<file path="src/rtl/adc_bus_pkg.sv">
package adc_bus_pkg;
    localparam int unsigned RES_W_DEF   = 12;
    localparam int unsigned BYTE_W_DEF  = 8;
    localparam int unsigned SYNC_N_DEF  = 2;
    localparam int unsigned CTRL_IN_W   = 5;

    typedef struct packed {
        logic conv_prev;
        logic start;
        logic len_short;
        logic busy;
        logic oe;
    } ctrl_flags_t;
endpackage

</file>
<file path="src/rtl/adc_bus_sync.sv">
module adc_bus_sync #(
    parameter int unsigned W      = 5,
    parameter int unsigned STAGES = 2
) (
    input  logic         clk,
    input  logic         rst_n,
    input  logic [W-1:0] d_in,
    output logic [W-1:0] d_out
);
    logic [W-1:0] stage_q [STAGES];

    generate
        for (genvar s = 0; s < STAGES; s++) begin : g_stage
            if (s == 0) begin : g_first
                always_ff @(posedge clk or negedge rst_n) begin
                    if (!rst_n) stage_q[0] <= '0;
                    else        stage_q[0] <= d_in;
                end
            end else begin : g_next
                always_ff @(posedge clk or negedge rst_n) begin
                    if (!rst_n) stage_q[s] <= '0;
                    else        stage_q[s] <= stage_q[s-1];
                end
            end
        end
    endgenerate

    assign d_out = stage_q[STAGES-1];
endmodule

</file>
<file path="src/rtl/adc_bus_rdmux.sv">
module adc_bus_rdmux #(
    parameter int unsigned RES_W  = 12,
    parameter int unsigned BYTE_W = 8
) (
    input  logic [RES_W-1:0] result,
    input  logic             word_mode,
    input  logic             byte_addr,
    output logic [RES_W-1:0] bus_data
);
    localparam int unsigned LOW_W  = RES_W - BYTE_W;
    localparam int unsigned PAD_W  = BYTE_W - LOW_W;
    localparam int unsigned FREE_W = RES_W - BYTE_W;

    logic [BYTE_W-1:0] byte_hi;
    logic [BYTE_W-1:0] byte_lo;

    assign byte_hi = result[RES_W-1 -: BYTE_W];
    assign byte_lo = {result[LOW_W-1:0], {PAD_W{1'b0}}};

    always_comb begin
        if (word_mode)      bus_data = result;
        else if (byte_addr) bus_data = {byte_lo, {FREE_W{1'b0}}};
        else                bus_data = {byte_hi, {FREE_W{1'b0}}};
    end
endmodule

</file>
<file path="src/rtl/adc_bus_ctrl.sv">
module adc_bus_ctrl #(
    parameter int unsigned RES_W  = adc_bus_pkg::RES_W_DEF,
    parameter int unsigned BYTE_W = adc_bus_pkg::BYTE_W_DEF,
    parameter int unsigned SYNC_N = adc_bus_pkg::SYNC_N_DEF
) (
    input  logic             clk,
    input  logic             rst_n,
    input  logic             chip_en,
    input  logic             chip_sel_n,
    input  logic             rd_conv,
    input  logic             byte_addr,
    input  logic             word_mode,
    input  logic             eng_done,
    input  logic [RES_W-1:0] eng_result,
    output logic             conv_start,
    output logic             len_short,
    output logic             busy,
    output logic [RES_W-1:0] data_out,
    output logic             data_oe
);
    import adc_bus_pkg::*;

    typedef struct packed {
        ctrl_flags_t      f;
        logic [RES_W-1:0] result;
        logic [RES_W-1:0] dout;
    } state_t;

    state_t st_d, st_q;

    logic [CTRL_IN_W-1:0] raw_in, sync_in;
    logic en_s, csn_s, rc_s, ba_s, wm_s;
    logic selected, want_conv, want_read, start_edge, accept;
    logic [RES_W-1:0] mux_data;

    assign raw_in = {chip_en, chip_sel_n, rd_conv, byte_addr, word_mode};

    adc_bus_sync #(.W(CTRL_IN_W), .STAGES(SYNC_N)) u_sync (
        .clk   (clk),
        .rst_n (rst_n),
        .d_in  (raw_in),
        .d_out (sync_in)
    );

    assign {en_s, csn_s, rc_s, ba_s, wm_s} = sync_in;

    adc_bus_rdmux #(.RES_W(RES_W), .BYTE_W(BYTE_W)) u_rdmux (
        .result    (st_q.result),
        .word_mode (wm_s),
        .byte_addr (ba_s),
        .bus_data  (mux_data)
    );

    always_comb begin
        selected   = en_s & ~csn_s;
        want_conv  = selected & ~rc_s;
        want_read  = selected & rc_s;
        start_edge = want_conv & ~st_q.f.conv_prev;
        accept     = start_edge & (~st_q.f.busy | eng_done);

        st_d             = st_q;
        st_d.f.conv_prev = want_conv;
        st_d.f.start     = accept;
        if (start_edge) st_d.f.len_short = ba_s;
        if (accept)        st_d.f.busy = 1'b1;
        else if (eng_done) st_d.f.busy = 1'b0;
        if (eng_done) st_d.result = eng_result;
        st_d.f.oe = want_read;
        st_d.dout = want_read ? mux_data : '0;
    end

    always_ff @(posedge clk or negedge rst_n) begin
        if (!rst_n) st_q <= '0;
        else        st_q <= st_d;
    end

    assign conv_start = st_q.f.start;
    assign len_short  = st_q.f.len_short;
    assign busy       = st_q.f.busy;
    assign data_out   = st_q.dout;
    assign data_oe    = st_q.f.oe;

    AST_QUIET_BUS: assert property (@(posedge clk) disable iff (!rst_n)
        !data_oe |-> data_out == '0);
    AST_NO_START_DURING_READ: assert property (@(posedge clk) disable iff (!rst_n)
        conv_start |-> !data_oe);
    AST_START_SETS_BUSY: assert property (@(posedge clk) disable iff (!rst_n)
        conv_start |-> busy);
    AST_NO_RESTART: assert property (@(posedge clk) disable iff (!rst_n)
        (busy && !eng_done) |=> !conv_start);
    AST_SINGLE_PULSE: assert property (@(posedge clk) disable iff (!rst_n)
        conv_start |=> !conv_start);
    AST_RESULT_STORED: assert property (@(posedge clk) disable iff (!rst_n)
        eng_done |=> st_q.result == $past(eng_result));
endmodule

</file>
<file path="config.mk">
export PLATFORM = sky130hd
export DESIGN_NAME = adc_bus_ctrl
export DESIGN_NICKNAME = d
export VERILOG_FILES = /design/src/rtl/adc_bus_pkg.sv /design/src/rtl/adc_bus_sync.sv /design/src/rtl/adc_bus_rdmux.sv /design/src/rtl/adc_bus_ctrl.sv
export SDC_FILE = /design/constraint.sdc
export NUM_CORES = 1
export LEC_CHECK = 0
export BUFFER_PORTS_ARGS = -buffer_cell sky130_fd_sc_hd__buf_4
export CORE_UTILIZATION = 55
export CTS_BUF_LIST = sky130_fd_sc_hd__clkbuf_2
export DETAILED_ROUTE_END_ITERATION = 16
export PLACE_DENSITY = 0.8
export SYNTH_ARGS = -nofsm -noshare
export SYNTH_HDL_FRONTEND = slang
export SYNTH_SLANG_ARGS = --single-unit
</file>
<file path="constraint.sdc">
create_clock -name clk -period 2.6 [get_ports clk]
set_clock_uncertainty 0.05 [all_clocks]
set_input_delay 0.52 -clock clk [delete_from_list [all_inputs] [get_ports clk]]
set_output_delay 0.52 -clock clk [all_outputs]
set_load 0.005 [all_outputs]
</file>
# Word-level counts from Yosys, hierarchy flattened

Cells that the tools add are included.

Add/sub/neg operators: 0
Multiply operators: 0
Div/mod/pow operators: 0
Order comparisons: 0
Eq/ne operators: 0
Shifts and indexed selects: 0
Multiplexer cells: 5
Bitwise operators: 10
Reductions and logical operators: 1

Operators with widths:

| operator           | number |
|---|---|
| $mux W12           | 3 |
| $and A1 B1 Y1      | 5 |
| $not A1 Y1         | 4 |
| $mux W1            | 2 |
| $reduce_bool A2 Y1 | 1 |
| $or A1 B1 Y1       | 1 |

Bits in registers: 39
Latch bits: 0
Memory bits (writable): 0
ROM bits: 0
Bits of input ports: 20
Output and inout bits: 16
Logic and storage cells: 25
Memories kept: 0

# Logic depth before layout (Yosys ltp)

Gate-level depths: netlist of run 1.

Depth after elaboration: 6
Gate-level depth with buffers: 4
Mapped depth without buffers: 3

# Modules after synthesis

A second synthesis of run 1 with hierarchy kept.

Cells, all modules: 104
Area total of the unflattened synthesis: 1531.5 µm²

By module, submodules not included:

| module        | times used | cells an instance | area an instance (µm²) | sequential area each (µm²) |
|---|---|---|---|---|
| adc_bus_ctrl  | 1          | 75                | 1098.6                 | 725.7 |
| adc_bus_sync  | 1          | 15                | 287.8                  | 250.2 |
| adc_bus_rdmux | 1          | 14                | 145.1                  | 0.0 |

# Worst setup path before layout of run 1

Ideal clock, no wire load.

Kind: register to register
From: register u_sync.stage_q (netlist bit u_sync.d_out[3])
To: register st_q (netlist bit len_short)
Setup time: 125 ps
Data arrival time: 1103 ps
Required time: 2425 ps
Slack: 1322 ps
Cell stages (with the launch flop): 4
Path buffers: 0
Period minus slack after synthesis: 1278 ps
Path through: dfrtp_1 -> nand2b_4 -> or3_4 -> mux2_4

Word-level cells in the longest chain between the ends: 4

Ends and longest elaborated chain:

| element                         | RTL line           | text |
|---|---|---|
| start, declared                 | adc_bus_sync.sv:10 | `logic [W-1:0] stage_q [STAGES];` |
| start signal, assigned by index | adc_bus_sync.sv:22 | `else stage_q[s] <= stage_q[s-1];` |
| $not A1 Y1                      | adc_bus_ctrl.sv:55 | `selected = en_s & ~csn_s;` |
| $and A1 B1 Y1                   | adc_bus_ctrl.sv:55 |  |
| $and A1 B1 Y1                   | adc_bus_ctrl.sv:56 | `want_conv = selected & ~rc_s;` |
| $and A1 B1 Y1                   | adc_bus_ctrl.sv:58 | `start_edge = want_conv & ~st_q.f.conv_prev;` |
| end signal, assigned            | adc_bus_ctrl.sv:74 | `else st_q <= st_d;` |
| end, declared                   | adc_bus_ctrl.sv:29 | `state_t st_d, st_q;` |

Every way passes these cells.
A chain may end at the register's enable or synchronous reset.

# Final worst setup path of run 1

From: register st_q (netlist bit busy)
To: output busy

RTL lines:

| element       | RTL line           | text |
|---|---|---|
| end, declared | adc_bus_ctrl.sv:17 | `output logic busy,` |

No word-level cell between the ends.

==> results.yml, run 1 <==
status:
  status: "finished, final reports clean"
synth:
  largest_family_of_logic_cells_by_synthesized_area: "multiplexers"
  synthDominantCellAreaShare: 0.698
  yosysSeqAreaShare: 0.698
  synth_most_common_cell: "sky130_fd_sc_hd__dfrtp_1"
  synth_compound_area_frac: 0.00716
  yosys.area.top_type: "sky130_fd_sc_hd__dfrtp_1"
  fraction_of_registers_with_async_set_reset: 1.00
  synth_xor_area_frac: 0
  syn-cell-area_mm2: 0.00140
  syn-instance-count: 93
  synth_simple_gate_area_share: 0.0796
  synth_enable_flop_cells: 0
  ys_seq_elements: 39
  yosys_warnings: 0
  synth.lib_cells_used.distinct: 17
  synth.area.mux_share: 0.136
  synth.net_count: 113
  post_synth_most_frequent_cells: "sky130_fd_sc_hd__dfrtp_1, sky130_fd_sc_hd__buf_4, sky130_fd_sc_hd__mux2_2"
  main_area_contributors_after_synthesis: "sky130_fd_sc_hd__dfrtp_1, sky130_fd_sc_hd__mux2_2, sky130_fd_sc_hd__buf_4"
  synth-adder-area-share: 0
  synth_area_per_cell_um2: 15.0
  leading_register_cell_type_out_of_synthesis: "sky130_fd_sc_hd__dfrtp_1"
die:
  boundaryPins: 36
  num_rows: 17
  fp.dieH_um: 52.4
  fp.dieArea_mm2: 0.00275
  chipWidth_um: 52.4
  coreArea_mm2: 0.00230
  initial_utilization: 0.609
clocking:
  insertion_delay_of_the_later_clocked_pin_in_the_worst_skew_pair_ns: 0.35
  ctsLongestPathBuffers: 2
  clk_sinks: 39
  cts-hold-fix-buffers: 0
  clock_tree.htree_level_count: 2
  postCtsSetupRepairBufs: 0
  tritoncts_clock_tree: "done"
  worst_setup_hold_path_clk_slew_ns: 0.17
  cts-resized-gates: 0
  root_buffer_master: "sky130_fd_sc_hd__clkbuf_2"
  cts_buffers: 5
sta:
  period_minus_slack_ns: 1.50
  min_period_over_period: 0.577
  number_of_max_slew_violations_in_the_final_report: 0
  final.hold.worst_slack_ns: 0.0325
  report.final.hold_viol_count: 0
  report.final.setup_viol: 0
  finalWorstSetupSlack_ns: 1.10
  max-slew-margin-rel: 0.652
  timing.fmax_mhz: 667
  final.setup.tns_ns: 0
  worst_pin_slew_ns: 0.521
  unrepaired_setup_endpoints_after_global_routing: "no"
drt:
  drt_first_pass_iters: 4
  detail_route.iter0.violations: 10
  detail-route-antenna-nets: 0
  route.detailed.wl_per_inst_um: 14.2
  drc_errors: 0
  viasPerCell: 4.95
  vias: 743
  drt-total-wl_um: 2120
pwr:
  pwr-share-seq: 0.605
  leakagePower_nw: 0.856
  power_density_cells_mw_per_mm2: 662
  max-vdd-ir-drop_mv: 0.553
  finalPower_mw: 1.10
  switching_power_of_the_nets_mw: 0.235
  power.share.combinational: 0.090
  power_frac_clock: 0.305
  intPower_mw: 0.863
  switching_share: 0.214
grt:
  global_route_overflow: 0
  track_usage: 0.200
  grt_pass1_vias: 784
  largest_net_degree_at_the_start_of_global_routing: 40
  antenna_violations_before_repair: 0
  grt_first_pass_wirelength_um: 3610
final_layout:
  flow.area_growth_from_synthesis_pct: 18.7
  final_cell_area_mm2: 0.00166
  multiInputGateArea_um2: 312
  final_nets: 141
  area_of_all_sequential_standard_cells_um2: 976
  post_layout_nonfiller_instances: 150
  drive_above_1_share: 0.475
  antenna_cells: 0
  post_route_core_utilization: 0.723
  nFillCells: 161
placement:
  number_of_i_o_port_buffers: 35
  post-place-ws_ns: 1.22
  hpwl_um: 1530
  post_dp_cell_area_mm2: 0.00160
  place_congestion: 0.721
  placedCellCount: 142
setup_path:
  timing.setup.critical_path_class: "flip-flop to primary output"
  slowest_stage: "sky130_fd_sc_hd__dfrtp_1"
  critical_path.top_delay_family: "flip-flops"
  worst-endpoint-arrival_ns: 0.93
  cp_cell_sequence: "buf_4"
  max_stage_delay_ns: 0.43
  critPathBufInv: 1
  worst-path-max-fanout: 3
  timing.critical_path.required_ns: 2.03
  capturing_element_type_of_the_critical_path: "primary output"
  crit_path_start_kind: "flip-flop"
hold_path:
  hold_path_class: "input port to async pin"
job:
  max_cap_violations: 0
[path summary, 6_finish.rpt]
kind / start / end / slack, ns / cells after the start
setup reg to reg: u_sync.d_out[0] / data_out[4] / 1.21 / 3
hold reg to reg: u_sync.stage_q[5] / u_sync.d_out[0] / 0.32 / 0
max in group asynchronous: rst_n / data_out[4] / 2.15 / 1
setup / recovery: busy / busy / 1.10 / 1
hold / removal: rst_n / st_q[15] / 0.03 / 1
min in group clk: byte_addr / u_sync.stage_q[6] / 0.20 / 1
[power groups by stage]
stage | Combinational [mW] | Sequential [mW] | Clock (mW)
2_1_floorplan | 0.0515 | 0.670 | 0
3_3_place_gp | 0.0960 | 0.674 | 0
3_5_place_dp | 0.101 | 0.677 | 0
4_1_cts | 0.101 | 0.666 | 0.353
5_1_grt | 0.110 | 0.671 | 0.384
6_report | 0.0985 | 0.665 | 0.335
[cells by family after synthesis]
logic type / after synthesis
flip-flops: 39
AND/OR/NAND/NOR: 18
multiplexers: 17
buffers and inverters: 17
AO/OA/AOI/OAI: 2
[registers in the layout, summed over array words and instances (netlist names)]
name            count
st_q               13
data_oe             1
u_sync.d_out        5
busy                1
len_short           1
u_sync.stage_q      5
data_out           12
conv_start          1
[layout make-up]
class / count / area share
clock buffers: 5 / 0.0151
multi-input cells: 37 / 0.188
flip-flops and latches: 39 / 0.588
clock inverters: 3 / 0.0234
repair buffers: 35 / 0.158
inverters: 3 / 0.00678
well taps: 28 / 0.0211
[cells in the final DEF, fill, tap and decap left out]
master and instances:
sky130_fd_sc_hd__dfrtp_1 39, sky130_fd_sc_hd__buf_4 35, sky130_fd_sc_hd__mux2_2 12, sky130_fd_sc_hd__nor2_1 6
sky130_fd_sc_hd__clkbuf_2 5, sky130_fd_sc_hd__mux2i_1 4, sky130_fd_sc_hd__and2_1 4, sky130_fd_sc_hd__and3_1 4
sky130_fd_sc_hd__inv_1 2, sky130_fd_sc_hd__nand3b_1 1, sky130_fd_sc_hd__inv_2 1, sky130_fd_sc_hd__nor2b_1 1
sky130_fd_sc_hd__nand2b_4 1, sky130_fd_sc_hd__or3_4 1, sky130_fd_sc_hd__a21oi_1 1, sky130_fd_sc_hd__mux2_4 1
sky130_fd_sc_hd__o21ai_0 1, sky130_fd_sc_hd__clkinv_2 1, sky130_fd_sc_hd__bufinv_16 1, sky130_fd_sc_hd__clkinv_1 1
[layer usage]
layer  vias up  share of wire  global-route usage
met5         -              0                   0
met4         0         0.0066              0.0921
met3         2          0.060              0.0957
met2        27           0.53               0.314
met1       371           0.40               0.229
li1        343              -                   -
No activity file was read; power rests on OpenSTA's default activity.
==> run 2, diff against run 1 <==
--- a/config.mk
+++ b/config.mk
@@ -5,11 +5,12 @@
 export SDC_FILE = /design/constraint.sdc
 export NUM_CORES = 1
 export LEC_CHECK = 0
+export ABC_AREA = 1
 export BUFFER_PORTS_ARGS = -buffer_cell sky130_fd_sc_hd__buf_4
-export CORE_UTILIZATION = 55
+export CORE_UTILIZATION = 54
 export CTS_BUF_LIST = sky130_fd_sc_hd__clkbuf_2
 export DETAILED_ROUTE_END_ITERATION = 16
-export PLACE_DENSITY = 0.8
+export PLACE_DENSITY = 0.79
 export SYNTH_ARGS = -nofsm -noshare
 export SYNTH_HDL_FRONTEND = slang
 export SYNTH_SLANG_ARGS = --single-unit
==> constraint.sdc (replaced) <==
create_clock -name clk -period 1.46 [get_ports clk]
set_clock_uncertainty 0.05 [all_clocks]
set_input_delay 0.292 -clock clk [delete_from_list [all_inputs] [get_ports clk]]
set_output_delay 0.292 -clock clk [all_outputs]
set_load 0.005 [all_outputs]
==> run 2 against run 1 <==
Synthesized cell count grew 44%. Wire length up 6.9%. Non-clock buffer count increased by 6. Register-to-register slack lost 0.79 ns. Critical path type unchanged. Worst setup slack lost 0.91 ns. Worst hold slack improved by 0.026 ns. Utilization decreased by 2.1 points. Combinational power is 100% higher.
==> results.yml, run 2 <==
setup_path:
  slowest_stage: "sky130_fd_sc_hd__dfrtp_1"
  ff2ff_setup_slack_ns: 0.42
  worst-path-max-fanout: 2
  critical_path.top_delay_family: "flip-flops"
  timing.reg2reg.worst_path_depth: 3
  timing.critical_path.required_ns: 1.12
  crit_path_start_kind: "flip-flop"
  startpoint_of_the_most_critical_register_to_register_path: "u_sync.d_out[3]"
  critical_path_depth: 1
  rr_endpoint: "data_out[7]"
  capturing_element_type_of_the_critical_path: "primary output"
  max_stage_delay_ns: 0.42
  cp_cell_sequence: "buf_4"
  critPathBufInv: 1
  worst-endpoint-arrival_ns: 0.93
  timing.setup.critical_path_class: "flip-flop to primary output"
drt:
  drt-total-wl_um: 2270
  detail-route-antenna-nets: 0
  route.detailed.wl_per_inst_um: 11.4
  drt_first_pass_iters: 4
  viasPerCell: 4.65
  drc_errors: 0
  vias: 926
  detail_route.iter0.violations: 8
grt:
  grt_first_pass_wirelength_um: 3520
  grt_pass1_vias: 875
  antenna_violations_before_repair: 0
  global_route_overflow: 0
  largest_net_degree_at_the_start_of_global_routing: 40
  track_usage: 0.182
sta:
  min_period_over_period: 0.868
  max-slew-margin-rel: 0.686
  worst_pin_slew_ns: 0.471
  timing.fmax_mhz: 789
  number_of_max_slew_violations_in_the_final_report: 0
  unrepaired_setup_endpoints_after_global_routing: "no"
  report.final.hold_viol_count: 0
  report.final.setup_viol: 0
  finalWorstSetupSlack_ns: 0.193
  period_minus_slack_ns: 1.27
  final.setup.tns_ns: 0
final_layout:
  antenna_cells: 0
  flow.area_growth_from_synthesis_pct: 19.8
  area_of_all_sequential_standard_cells_um2: 976
  multiInputGateArea_um2: 324
  final_common_cell: "sky130_fd_sc_hd__dfrtp_1"
  largest_register_ff_count: 13
  layout.cells.most_common_list: "sky130_fd_sc_hd__dfrtp_1, sky130_fd_sc_hd__buf_4, sky130_fd_sc_hd__nand2_1"
  final_nets: 188
  drive_above_1_share: 0.349
  nFillCells: 193
  top_register: "st_q"
clocking:
  root_buffer_master: "sky130_fd_sc_hd__clkbuf_2"
  clk_sinks: 39
  worst_setup_hold_path_clk_slew_ns: 0.17
  insertion_delay_of_the_later_clocked_pin_in_the_worst_skew_pair_ns: 0.37
  cts_buffers: 5
  cts-resized-gates: 0
  postCtsSetupRepairBufs: 0
  ctsLongestPathBuffers: 2
  clock_tree.htree_level_count: 2
  tritoncts_clock_tree: "done"
synth:
  fraction_of_registers_with_async_set_reset: 1.00
  yosysSeqAreaShare: 0.661
  synth.area.mux_share: 0
  synth_simple_gate_area_share: 0.175
  leading_register_cell_type_out_of_synthesis: "sky130_fd_sc_hd__dfrtp_1"
  largest_family_of_logic_cells_by_synthesized_area: "simple AND/OR/NAND/NOR gates"
  syn-instance-count: 134
  post_synth_most_frequent_cells: "sky130_fd_sc_hd__dfrtp_1, sky130_fd_sc_hd__nand2_1, sky130_fd_sc_hd__buf_4, sky130_fd_sc_hd__inv_1, sky130_fd_sc_hd__nor2_1"
  synth_enable_flop_cells: 0
  synth_compound_area_frac: 0.0441
  synthDominantCellAreaShare: 0.661
  synth_xor_area_frac: 0
  synth.lib_cells_used.distinct: 15
  syn-cell-area_mm2: 0.00148
  synth_most_common_cell: "sky130_fd_sc_hd__dfrtp_1"
  synth_area_per_cell_um2: 11.0
  yosys.area.top_type: "sky130_fd_sc_hd__dfrtp_1"
  yosys_warnings: 0
  main_area_contributors_after_synthesis: "sky130_fd_sc_hd__dfrtp_1, sky130_fd_sc_hd__buf_4, sky130_fd_sc_hd__nand2_1"
  ys_seq_elements: 39
  synth.net_count: 154
  synth-adder-area-share: 0
placement:
  post-place-ws_ns: 0.453
  hpwl_um: 1620
  number_of_i_o_port_buffers: 35
  place_congestion: 0.736
hold_path:
  timing.hold.worst_endpoint: "st_q[18]"
  hold_path_class: "input port to flip-flop"
  start_point_of_the_worst_hold_path: "eng_result[6]"
  min_path_cells: 3
die:
  initial_utilization: 0.585
  chipWidth_um: 54.3
  fp.dieArea_mm2: 0.00295
  coreArea_mm2: 0.00252
  num_rows: 18
  fp.dieH_um: 54.3
  boundaryPins: 36
pwr:
  power_density_cells_mw_per_mm2: 1020
  max-vdd-ir-drop_mv: 0.758
  leakagePower_nw: 0.959
job:
  max_cap_violations: 0
status:
  status: "finished, final reports clean"
[run 2: changes by cell type in the layout (fill, tap and decap cells not counted), sizes merged, moves of 4 or more]
| cell | delta |
|---|---|
| o21ai | +12 |
| and3 | -4 |
| nand2 | +26 |
| nor2 | +11 |
| dlygate4sd3 | +6 |
| mux2i | -4 |
| mux2 | -13 |
| inv | +16 |
| and2 | -4 |
| nor3 | +4 |
[run 2: repair_timing]
item	in CTS	in global routing
hold buffers	6	0
hold endpoints to repair	44	0
setup endpoints to repair	0	0
[run 2: area by class of cell]
type / count / area share
multi-input cells: 62 / 0.183
clock inverters: 2 / 0.00424
repair buffers: 41 / 0.182
well taps: 30 / 0.0212
inverters: 19 / 0.0403
flip-flops and latches: 39 / 0.552
clock buffers: 6 / 0.0170
[run 2: how the worst max path moves through the flow]
stage,start,to,slack [ns]
2_1_floorplan,u_sync.d_out[3],data_out[0],0.58
3_3_place_gp,u_sync.d_out[3],len_short,0.50
3_5_place_dp,u_sync.d_out[3],len_short,0.45
4_1_cts,len_short,len_short,0.16
5_1_grt,data_out[2],data_out[2],0.13
6_report,len_short,len_short,0.19
[run 2: kinds of logic after synthesis]
| kind of cell | count (synthesis) |
|---|---|
| compound gates | 13 |
| buf+inv | 33 |
| flops | 39 |
| simple gates | 49 |
[run 2: through the flow]
step           utilization  hold slack [ns]  total power [mW]  instance area (um2)  instances
2_1_floorplan            -          -0.0536              1.29                 1480        134
3_3_place_gp         0.663            0.223              1.37                 1670        185
3_5_place_dp         0.663            0.234              1.38                 1670        185
4_1_cts              0.701           0.0340              1.83                 1770        199
5_1_grt              0.701           0.0420              1.89                 1770        199
6_report             0.701           0.0583              1.80                 1770        199
[run 2: tightest hold or removal path: stages]
cell and delay (ns):
sky130_fd_sc_hd__buf_4 0.08, sky130_fd_sc_hd__nand2_1 0.04, sky130_fd_sc_hd__o21ai_0 0.06
[run 2: per-layer routing]
layer  share of wire  track usage  vias to the layer above
li1                -            -                      458
met2            0.48        0.295                       25
met4           0.026        0.128                        0
met3           0.051       0.0583                        8
met5               0            0                        -
met1            0.44        0.201                      435
[run 2: power by group]
group	internal, mW	switching [mW]
combinational	0.0939	0.107
sequential	1.14	0.0270
clock	0.115	0.318
==> run 3, diff against run 2 <==
--- a/config.mk
+++ b/config.mk
@@ -10,7 +10,7 @@
 export CORE_UTILIZATION = 54
 export CTS_BUF_LIST = sky130_fd_sc_hd__clkbuf_2
 export DETAILED_ROUTE_END_ITERATION = 16
-export PLACE_DENSITY = 0.79
+export PLACE_DENSITY = 0.81
 export SYNTH_ARGS = -nofsm -noshare
 export SYNTH_HDL_FRONTEND = slang
 export SYNTH_SLANG_ARGS = --single-unit
==> run 3 against run 2 <==
Non-clock buffer count stayed put. Total power is 1.7% lower. Global-route usage grew 0.83 points. Clock power down 7.2%. Critical endpoint is now data_out[11]. Largest power group unchanged.
==> results.yml, run 3 (synthesized netlist as in run 2, its figures left out) <==
final_layout:
  largest_register_ff_count: 13
  final_common_cell: "sky130_fd_sc_hd__dfrtp_1"
  drive_above_1_share: 0.353
  post_route_core_utilization: 0.698
  layout.cells.most_common_list: "sky130_fd_sc_hd__dfrtp_1, sky130_fd_sc_hd__buf_4, sky130_fd_sc_hd__nand2_1"
  antenna_cells: 0
  final_nets: 188
  flow.area_growth_from_synthesis_pct: 19.3
  top_register: "st_q"
  final_cell_area_mm2: 0.00176
pwr:
  leakagePower_nw: 0.955
  max-vdd-ir-drop_mv: 0.734
  pwr-share-seq: 0.659
  power_density_cells_mw_per_mm2: 1010
  switching_power_of_the_nets_mw: 0.428
  intPower_mw: 1.34
  switching_share: 0.242
  power.share.combinational: 0.114
  power_frac_clock: 0.227
  finalPower_mw: 1.77
clocking:
  clock_tree.htree_level_count: 2
  cts-hold-fix-buffers: 6
  worst_setup_hold_path_clk_slew_ns: 0.16
  insertion_delay_of_the_later_clocked_pin_in_the_worst_skew_pair_ns: 0.36
  cts_buffers: 5
  root_buffer_master: "sky130_fd_sc_hd__clkbuf_2"
  postCtsSetupRepairBufs: 0
  clk_sinks: 39
  cts-resized-gates: 0
  tritoncts_clock_tree: "done"
  ctsLongestPathBuffers: 2
die:
  initial_utilization: 0.585
  fp.dieH_um: 54.3
  boundaryPins: 36
  num_rows: 18
  coreArea_mm2: 0.00252
  fp.dieArea_mm2: 0.00295
  chipWidth_um: 54.3
drt:
  route.detailed.wl_per_inst_um: 11.3
  drc_errors: 0
  wl_met3_um: 125
  drt_first_pass_iters: 4
  viasPerCell: 4.59
  top_metal_used: "met4"
  detail-route-antenna-nets: 0
  route.met2.wl_um: 1150
  vias: 904
  wirelength_met1_um: 890
  drt-total-wl_um: 2230
  detail_route.iter0.violations: 11
setup_path:
  worst-path-max-fanout: 1
  capturing_element_type_of_the_critical_path: "primary output"
  cp_cell_sequence: "buf_4"
  timing.critical_path.required_ns: 1.12
  timing.setup.critical_path_class: "flip-flop to primary output"
  critical_path.top_delay_family: "flip-flops"
  crit_path_start_kind: "flip-flop"
  slowest_stage: "sky130_fd_sc_hd__dfrtp_1"
  max_stage_delay_ns: 0.41
  critPathBufInv: 1
  worst-endpoint-arrival_ns: 0.91
sta:
  min_period_over_period: 0.859
  number_of_max_slew_violations_in_the_final_report: 0
  timing.fmax_mhz: 798
  period_minus_slack_ns: 1.25
  final.setup.tns_ns: 0
  report.final.hold_viol_count: 0
  unrepaired_setup_endpoints_after_global_routing: "no"
  report.final.setup_viol: 0
  max-slew-margin-rel: 0.695
  worst_pin_slew_ns: 0.457
  finalWorstSetupSlack_ns: 0.206
grt:
  antenna_violations_before_repair: 0
  largest_net_degree_at_the_start_of_global_routing: 40
  grt_first_pass_wirelength_um: 3570
  grt_pass1_vias: 891
  global_route_overflow: 0
  track_usage: 0.190
status:
  status: "finished, final reports clean"
placement:
  place_congestion: 0.805
  post_dp_cell_area_mm2: 0.00167
  post-place-ws_ns: 0.474
  number_of_i_o_port_buffers: 35
  hpwl_um: 1570
hold_path:
  hold_path_class: "input port to flip-flop"
job:
  max_cap_violations: 0
run 3: area by class of cell:
| cell class | count | area (um2) |
|---|---|---|
| inverter | 19 | 71.3 |
| timing repair buffer | 41 | 323 |
| clock buffer | 6 | 30.0 |
| fill | 196 | 761 |
| sequential | 39 | 976 |
| tap | 30 | 37.5 |
| multi-input combinational | 62 | 324 |
run 3: stage by stage:
step	hold WS, ns	cells
after global placement	0.223	185
after floorplan	-0.0536	134
after global routing	0.0256	197
after detailed placement	0.230	185
final	0.0712	197
after CTS	0.0460	197
run 3: per-layer routing:
layer / GRT usage / vias to the layer above
li1: - / 459
met1: 0.203 / 410
met2: 0.293 / 28
met3: 0.100 / 7
met4: 0.124 / 0
met5: 0 / -
run 3: final timing paths:
kind	slack, ns	end	cells after the start	start
setup / recovery	0.21	data_out[11]	1	data_out[11]
hold / removal	0.07	st_q[12]	3	eng_result[0]
setup reg to reg	0.44	data_out[5]	3	u_sync.d_out[3]
hold reg to reg	0.32	u_sync.d_out[2]	0	u_sync.stage_q[7]
max in group asynchronous	0.69	data_out[5]	2	rst_n
min in group asynchronous	0.35	u_sync.stage_q[5]	2	rst_n
run 3: power by group through the flow:
stage / sequential, mW / clock (mW) / combinational (mW)
floorplan: 1.18 / 0 / 0.101
global placement: 1.19 / 0 / 0.185
detailed placement: 1.19 / 0 / 0.192
CTS: 1.17 / 0.422 / 0.205
global route: 1.18 / 0.471 / 0.227
finish: 1.17 / 0.402 / 0.202
